$ cat config.mk
export PLATFORM = sky130hd
export DESIGN_NAME = dcblk_top
export DESIGN_NICKNAME = d
export VERILOG_FILES = /design/src/rtl/dcblk_pkg.sv /design/src/rtl/dcblk_ctrl.sv /design/src/rtl/dcblk_chan.sv /design/src/rtl/dcblk_top.sv
export SDC_FILE = /design/constraint.sdc
export NUM_CORES = 2
export LEC_CHECK = 0
export CAP_MARGIN = 10
export CORE_MARGIN = 2
export CORE_UTILIZATION = 50
export DETAILED_ROUTE_END_ITERATION = 10
export PLACE_DENSITY = 0.75
export SETUP_SLACK_MARGIN = 0.1
export SYNTH_ARGS = -nofsm -noshare
export SYNTH_HDL_FRONTEND = slang
export SYNTH_HIERARCHICAL = 1
export SYNTH_SLANG_ARGS = --single-unit
$ cat constraint.sdc
create_clock -name clk -period 5.3 [get_ports clk]
set_input_delay 0.795 -clock clk [delete_from_list [all_inputs] [get_ports clk]]
set_output_delay 0.795 -clock clk [all_outputs]
set_load 0.005 [all_outputs]
$ cat src/rtl/dcblk_pkg.sv
package dcblk_pkg;

    typedef enum logic [0:0] {
        ST_HOLD  = 1'b0,
        ST_TRACK = 1'b1
    } chan_state_e;

    typedef enum logic [0:0] {
        MODE_PIN = 1'b0,
        MODE_REG = 1'b1
    } ctl_mode_e;

endpackage

$ cat src/rtl/dcblk_ctrl.sv
module dcblk_ctrl
    import dcblk_pkg::*;
(
    input  logic sw_mode,
    input  logic pin_en_b,
    input  logic reg_en_a,
    input  logic reg_en_b,
    output logic grp_en_a,
    output logic grp_en_b
);

    ctl_mode_e mode;

    always_comb begin
        mode = ctl_mode_e'(sw_mode);
        grp_en_a = 1'b1;
        grp_en_b = 1'b0;
        unique case (mode)
            MODE_PIN: begin
                grp_en_a = 1'b1;
                grp_en_b = pin_en_b;
            end
            MODE_REG: begin
                grp_en_a = reg_en_a;
                grp_en_b = reg_en_b;
            end
        endcase
    end

endmodule

$ cat src/rtl/dcblk_chan.sv
module dcblk_chan
    import dcblk_pkg::*;
#(
    parameter int DW = 24,
    parameter int K  = 10
) (
    input  logic          clk,
    input  logic          rst_n,
    input  logic          grp_en,
    input  logic          in_valid,
    input  logic [DW-1:0] in_data,
    output logic          out_valid,
    output logic [DW-1:0] out_data,
    output logic          tracking
);

    localparam int AW = DW + K + 2;
    localparam logic signed [DW-1:0] SMAX = {1'b0, {(DW-1){1'b1}}};
    localparam logic signed [DW-1:0] SMIN = {1'b1, {(DW-1){1'b0}}};

    chan_state_e state_q, state_d;

    logic signed [AW-1:0] acc_q, acc_d, x_ext, err, stp;
    logic signed [DW:0]   x_w, off_w, diff;
    logic signed [DW-1:0] sat_w;
    logic                 ovf;
    logic                 out_valid_q;
    logic [DW-1:0]        out_data_q;

    // next-state logic: FREEZE and RESUME transitions
    always_comb begin
        state_d = state_q;
        unique case (state_q)
            ST_HOLD:  if (grp_en)  state_d = ST_TRACK;
            ST_TRACK: if (!grp_en) state_d = ST_HOLD;
        endcase
    end

    always_ff @(posedge clk) begin
        if (!rst_n) state_q <= ST_HOLD;
        else        state_q <= state_d;
    end

    // leaky integrator datapath
    always_comb begin
        x_ext = $signed({{2{in_data[DW-1]}}, in_data, {K{1'b0}}});
        err   = x_ext - acc_q;
        stp   = err >>> K;
        acc_d = acc_q + stp;
    end

    // subtraction and saturation
    always_comb begin
        x_w   = $signed({in_data[DW-1], in_data});
        off_w = acc_q[K +: DW+1];
        diff  = x_w - off_w;
        ovf   = diff[DW] != diff[DW-1];
        if (ovf) sat_w = diff[DW] ? SMIN : SMAX;
        else     sat_w = diff[DW-1:0];
    end

    always_ff @(posedge clk) begin
        if (!rst_n) begin
            acc_q <= '0;
        end else if (in_valid && state_q == ST_TRACK) begin
            acc_q <= acc_d;
        end
    end

    always_ff @(posedge clk) begin
        if (!rst_n) begin
            out_valid_q <= 1'b0;
            out_data_q  <= '0;
        end else begin
            out_valid_q <= in_valid;
            if (in_valid) out_data_q <= sat_w;
        end
    end

    assign out_valid = out_valid_q;
    assign out_data  = out_data_q;
    assign tracking  = (state_q == ST_TRACK);

    AST_HOLD_KEEPS_ACC: assert property (@(posedge clk) disable iff (!rst_n)
        (state_q == ST_HOLD) |=> (acc_q == $past(acc_q)));
    AST_IDLE_KEEPS_ACC: assert property (@(posedge clk) disable iff (!rst_n)
        (!in_valid) |=> (acc_q == $past(acc_q)));
    AST_OUT_LATENCY: assert property (@(posedge clk) disable iff (!rst_n)
        in_valid |=> out_valid);
    AST_NO_SPURIOUS_OUT: assert property (@(posedge clk) disable iff (!rst_n)
        (!in_valid) |=> (!out_valid && $stable(out_data)));
    AST_SAT_CLAMP: assert property (@(posedge clk) disable iff (!rst_n)
        (in_valid && ovf) |=> (out_data == ($past(diff[DW]) ? SMIN : SMAX)));

endmodule

$ cat src/rtl/dcblk_top.sv
module dcblk_top
    import dcblk_pkg::*;
#(
    parameter int NCH_A = 4,
    parameter int NCH_B = 2,
    parameter int DW    = 24,
    parameter int K     = 10
) (
    input  logic                       clk,
    input  logic                       rst_n,
    input  logic                       sw_mode,
    input  logic                       pin_en_b,
    input  logic                       reg_en_a,
    input  logic                       reg_en_b,
    input  logic [NCH_A+NCH_B-1:0]     in_valid,
    input  logic [(NCH_A+NCH_B)*DW-1:0] in_data,
    output logic [NCH_A+NCH_B-1:0]     out_valid,
    output logic [(NCH_A+NCH_B)*DW-1:0] out_data
);

    localparam int NCH = NCH_A + NCH_B;

    logic           grp_en_a, grp_en_b;
    logic [NCH-1:0] trk;

    dcblk_ctrl u_ctrl (
        .sw_mode  (sw_mode),
        .pin_en_b (pin_en_b),
        .reg_en_a (reg_en_a),
        .reg_en_b (reg_en_b),
        .grp_en_a (grp_en_a),
        .grp_en_b (grp_en_b)
    );

    for (genvar ch = 0; ch < NCH; ch++) begin : g_chan
        logic en_w;
        if (ch < NCH_A) begin : g_a
            assign en_w = grp_en_a;
        end else begin : g_b
            assign en_w = grp_en_b;
        end
        dcblk_chan #(.DW(DW), .K(K)) u_chan (
            .clk       (clk),
            .rst_n     (rst_n),
            .grp_en    (en_w),
            .in_valid  (in_valid[ch]),
            .in_data   (in_data[ch*DW +: DW]),
            .out_valid (out_valid[ch]),
            .out_data  (out_data[ch*DW +: DW]),
            .tracking  (trk[ch])
        );
    end

    AST_PIN_GROUP_A_TRACKS: assert property (@(posedge clk) disable iff (!rst_n)
        (!sw_mode) |=> (&trk[NCH_A-1:0]));
    AST_PIN_GROUP_B_FOLLOWS: assert property (@(posedge clk) disable iff (!rst_n)
        (!sw_mode) |=> (trk[NCH-1] == $past(pin_en_b)));
    AST_REG_GROUP_A_FOLLOWS: assert property (@(posedge clk) disable iff (!rst_n)
        (sw_mode) |=> (trk[0] == $past(reg_en_a)));
    AST_REG_GROUP_B_FOLLOWS: assert property (@(posedge clk) disable iff (!rst_n)
        (sw_mode) |=> (trk[NCH-1] == $past(reg_en_b)));

endmodule

=== After elaboration in Yosys (flattened, before gate mapping) ===
Index checks and enable logic that the tools add are counted.

* Equal/unequal tests: 6
* Multiplexer cells: 16
* Bitwise operators: 1
* Add/sub/neg operators: 18
* Reductions and logical operators: 6

{| class="wikitable"
|+ Operator list
! cell !! number
|-
| $mux 24 || 12
|-
| $add 36x26->36 || 6
|-
| $sub 34x36->36 || 6
|-
| $sub 24x25->25 || 6
|-
| $logic_and 1x1->1 || 6
|-
| $ne 1x1->1 || 6
|-
| $pmux 1 s2 || 2
|-
| $mux 1 || 2
|-
| $not 1->1 || 1
|}

* Bits of input ports: 156
* Flip-flop bits (word level): 368
* Logic and storage cells: 67

=== Depth between registers and ports, before layout ===
* Depth in word-level cells: 3
* Mapped depth: 23
* Gate-level depth less buffers: 22

=== By module ===
Netlist, hierarchy kept.

{| class="wikitable"
|+ By module, submodules not included
! module !! cells each !! seq. area each (um2) !! area each (um2) !! instances
|-
| dcblk_chan (g_chan[2].u_chan ...) || 856 || 1,241.2 || 6,419.9 || 2
|-
| dcblk_chan (g_chan[5].u_chan) || 872 || 1,241.2 || 6,475.0 || 1
|-
| dcblk_chan (g_chan[1].u_chan) || 852 || 1,241.2 || 6,458.7 || 1
|-
| dcblk_chan (g_chan[0].u_chan) || 850 || 1,241.2 || 6,451.2 || 1
|-
| dcblk_chan (g_chan[4].u_chan) || 827 || 1,241.2 || 6,239.7 || 1
|-
| dcblk_ctrl || 2 || 0.0 || 21.3 || 1
|}

=== Worst setup path after synthesis ===
Ideal clock, no wire load.

* Path type: input -> register
* Start point: input in_data[24]
* End point: register g_chan[1].u_chan.acc_q[35]
* Arrival time: 4.903 ns
* Stages: 21
* Slack: 0.325 ns
* Data required time: 5.228 ns
* Path through: inv_1 > ha_1 > and2_0 > and4_1 > or3_1 > and2_1 > a221oi_1 > nor2_1 > nor2_1 > o21ai_1 > xor2_1 > ha_1 > clkbuf_1 > a21oi_1 > o21a_1 > nand2_1 > o31ai_2 > o21ai_1 > a311oi_1 > mux2i_1 > mux2i_1

* Cells in the longest elaborated chain, start to end: 2

{| class="wikitable"
|+ Ends and longest elaborated chain
! item !! RTL line !! source
|-
| start: declaration || dcblk_top.sv:16 || <nowiki>input logic [(NCH_A+NCH_B)*DW-1:0] in_data,</nowiki>
|-
| $sub 34x36->36 || dcblk_chan.sv:47 || <nowiki>err = x_ext - acc_q;</nowiki>
|-
| $add 36x26->36 || dcblk_chan.sv:49 || <nowiki>acc_d = acc_q + stp;</nowiki>
|-
| end signal: assignment || dcblk_chan.sv:64 || <nowiki>acc_q <= '0;</nowiki>
|-
| end signal: assignment || dcblk_chan.sv:66 || <nowiki>acc_q <= acc_d;</nowiki>
|-
| end: declaration || dcblk_chan.sv:23 || <nowiki>logic signed [AW-1:0] acc_q, acc_d, x_ext, err, stp;</nowiki>
|}

Every way passes these cells.
A chain may end at the register's enable or synchronous reset.

=== Worst setup path in the final report ===
Ends and elaborated chain as after synthesis.

==> implementation parameters <==
Parameter                              Value

Status
  Run status ... completed

Power and ir drop
  Pwr Density ... 396 nW/um^2
  Leakage power total ... 20.6 nW
  Worst VDD drop ... 0.265 mV

Worst setup path
  Buffers & Inverters on Critical Path ... 3
  Crit-path leading delay family ... compound AO/OA/AOI/OAI gates
  Start of the worst register-to-register path ... g_chan[4].u_chan/acc_q[4]
  Worst reg-to-reg path cell count ... 21
  CP startpoint kind ... primary input
  List of cells traversed by the critical path ... clkdlybuf4s50_1 > inv_1 > ha_1 > and2_0 > and4_1 > or3_1 > and2_1 > a221oi_1 > buf_4 > nor2_1 > nor2_1 > o21ai_1 > xor2_1 > ha_1 > a21oi_1 > o21a_1 > nand2_1 > o31ai_4 > o21ai_2 > a311oi_2 > mux2i_1 > mux2i_1
  Crit path kind ... in -> reg
  Worst setup EP type ... flip-flop
  Req. time, crit path ... 5.83 ns
  Maximum fanout encountered on the critical timing path ... 3
  Arrival @ worst endpoint ... 5.51 ns
  Reg2reg end ... g_chan[4].u_chan/acc_q[33]
  Worst path max stage delay ... 0.49 ns
  Crit-path slowest cell ... sky130_fd_sc_hd__clkdlybuf4s50_1
  R2R Setup Slk ... ~0.52 ns

Yosys
  Synthesized cell area ... around 38000 um^2
  FFs w/ async S/R, synth ... 0
  Fraction of synthesized cell area taken by the top area cell type ... 0.194
  Yosys cell types ... 106
  Number of enable-type register cells in the synthesized netlist ... 0
  Instance count of the mapped netlist ... 5115
  Per-instance average area after synthesis ... 7.52 um^2
  Predominant post-synthesis flop cell ... sky130_fd_sc_hd__dfxtp_1
  Share of synthesized area occupied by flip-flops and latches ... 0.194
  Total number of yosys warnings ... 6
  Number of nets produced by synthesis ... 5667
  Flop and latch count out of synthesis ... roughly 370
  Top cell type by total area after synthesis ... sky130_fd_sc_hd__dfxtp_1
  Top post-synthesis cells by area ... sky130_fd_sc_hd__dfxtp_1, sky130_fd_sc_hd__ha_1, sky130_fd_sc_hd__a21oi_1

Floorplanning
  Total Die Area ... between 70000 and 80000 um^2
  Num rows ... 101
  Top-Level Pins ... 306
  Area inside the core boundary ... 76100 um^2
  Die width ... around 280 um
  Initial standard-cell utilization of the core ... 0.506
  Height of the die ... 281 um

Timing
  Final critical path time including I/O delays and setup ... 4.98 ns
  Highest achievable clock rate ... between 200 and 250 MHz
  Fin Setup TNS ... 0 ns
  Number of slew-limit violations in the final report ... 0
  RSZ-0062 raised after global routing ... yes
  Remaining max-slew budget at the tightest pin ... 0.403
  Final cycle utilization of the critical path ... 0.940
  Worst hold slack ... around 0.47 ns
  Largest clock skew in the final design ... 0.0194 ns
  Slew at the pin with the worst max-slew slack ... between 0.8 and 0.9 ns
  Final Hold Fails ... 0
  Setup violations, final ... 0

Layout
  Growth of design area from synthesis to finish ... 24.2%
  Post-layout net count ... 6325
  Most frequent cells in the layout ... sky130_fd_sc_hd__buf_4, sky130_fd_sc_hd__a21oi_1, sky130_fd_sc_hd__nand2_1
  Most common library cell in the layout ignoring fill and taps ... sky130_fd_sc_hd__buf_4
  Fraction of final layout cells with drive strength greater than 1 ... 0.160

Global route
  Global route total overflow ... 0
  Vias in the first global route ... 37.6k
  Number of antenna violations at the first check in global routing ... 7
  First-pass GRT wire length ... 196000 um
  Total global-route track usage ... 0.300
  Maximum number of pins on one net before global-route repair ... 82

Run
  Number of max-cap violations ... 0

Clock tree
  Cell at the root of the clock tree ... sky130_fd_sc_hd__clkbuf_16
  Clock net sink count ... 372
  Number of hold-repair buffers added at the cts stage ... 0
  Setup bufs post-CTS ... 0
  Clock transition time at the flip-flop clock pins of the worst setup and hold paths ... 0.06 ns
  Maximum level of the CTS H-tree ... 2
  Post-cts gate resize count ... 0
  Number of clock buffers inserted by TritonCTS ... 49
  Clock buffer depth ... 3
  CTS tree ... yes
  Skew-Pair Late Insertion Delay ... ~0.60 ns

Placement
  Total half-perimeter wirelength after legalization and detailed placement ... ~97000 um
  PortBufs ... 305
  RePlAce Congestion ... between 0.9 and 1

Drt
  # DRC ... 0
  Detailed-router iteration count before antenna repair ... 5
  Total Routed Length ... 123000 um
  DR iter-0 viols ... 2606
  Average via count per standard cell ... ~5.8
  Count of vias placed by the detailed router ... 39.7k
  Wire length per cell after detailed routing ... 18.0 um
  Post-DRT Antenna Nets ... 0

Min path
  Path type of the worst min-delay path ... reg -> reg
  Number of stages on the worst hold path ... 2
  Hold Crit Start ... g_chan[1].u_chan/acc_q[27]
  Sink of the worst hold path ... g_chan[1].u_chan/acc_q[27]
flip-flops by register name, summed over array words and instances, names as in the netlist:
signal,cells
g_chan.u_chan/out_valid,6
g_chan.u_chan/out_data,144
g_chan.u_chan/acc_q,216
g_chan.u_chan/tracking,6
synth_stat cells, drive strengths merged, types with 57 or more instances:
cell type  number
nand3         120
inv           287
nand4         110
a211oi         57
o21bai         67
buf           105
clkbuf        201
xor2          177
and2           97
o21ai         436
nor3           58
ha            384
nor2          252
maj3          138
xnor2         262
dfxtp         372
a21oi         664
nand2         479
a21o          212
through the flow:
| step | total power (W) | cells | setup slack (ns) | cell area (um^2) | util |
|---|---|---|---|---|---|
| after global placement | 0.0150 | 6752 | -0.264 | 46100 | 0.605 |
| after floorplan | 0.0111 | 5115 | 0.325 | 38500 | - |
| final | 0.0189 | 6845 | 0.317 | 47800 | 0.628 |
| after CTS | 0.0189 | 6843 | 0.268 | 47800 | 0.628 |
| after detailed placement | 0.0152 | 6752 | -0.335 | 46100 | 0.605 |
| after global routing | 0.0203 | 6843 | 0.0469 | 47800 | 0.628 |
power by group:
group / switching [W] / internal [W]
Combinational: 0.00635 / 0.00552
Clock: 0.00140 / 0.00212
Sequential: 0.000326 / 0.00320
Total: 0.00807 / 0.0108
cell families after synthesis:
logic type | synth area share
AND/OR/NAND/NOR | 0.174
adder cells (fa/ha/maj) | 0.170
multiplexers | 0.00930
buffers and inverters | 0.0640
flip-flops | 0.194
AO/OA/AOI/OAI | 0.289
XOR/XNOR | 0.101
worst max-delay path by stage:
stage | startpoint | end | slack [ns] | cells past startpoint
floorplan | in_data[24] | g_chan[1].u_chan/acc_q[35] | 0.32 | 21
global placement | in_data[24] | g_chan[1].u_chan/acc_q[35] | -0.26 | 22
detailed placement | in_data[24] | g_chan[1].u_chan/acc_q[35] | -0.34 | 22
CTS | in_data[24] | g_chan[1].u_chan/acc_q[35] | 0.27 | 22
global route | in_data[24] | g_chan[1].u_chan/acc_q[35] | 0.05 | 22
finish | in_data[24] | g_chan[1].u_chan/acc_q[35] | 0.32 | 22
worst min-delay path, delay by kind of cell (launching register included):
family | cells | cell delay [ns]
AOI/OAI and AO/OA | 1 | 0.05
DFF | 1 | 0.32
and+or+nand+nor | 1 | 0.05
routing by layer:
layer  routed length (um)  global-route usage  vias up
li1                     -                   -    19699
met1                54200               0.390    18549
met2                57400               0.510     1221
met3                 7450              0.0412      246
met4                 4180               0.100       12
met5                   74                   0        -
layout make-up:
type | instances | area (um^2)
multi-input combinational | 4150 | 28700
fill | 6923 | 28300
timing repair buffer | 913 | 7620
sequential | 372 | 7450
clock buffer | 67 | 1420
tap | 1030 | 1290
inverter | 287 | 1080
clock inverter | 24 | 274
antenna | 2 | 5.00
Power figures use the tool's default switching activity.
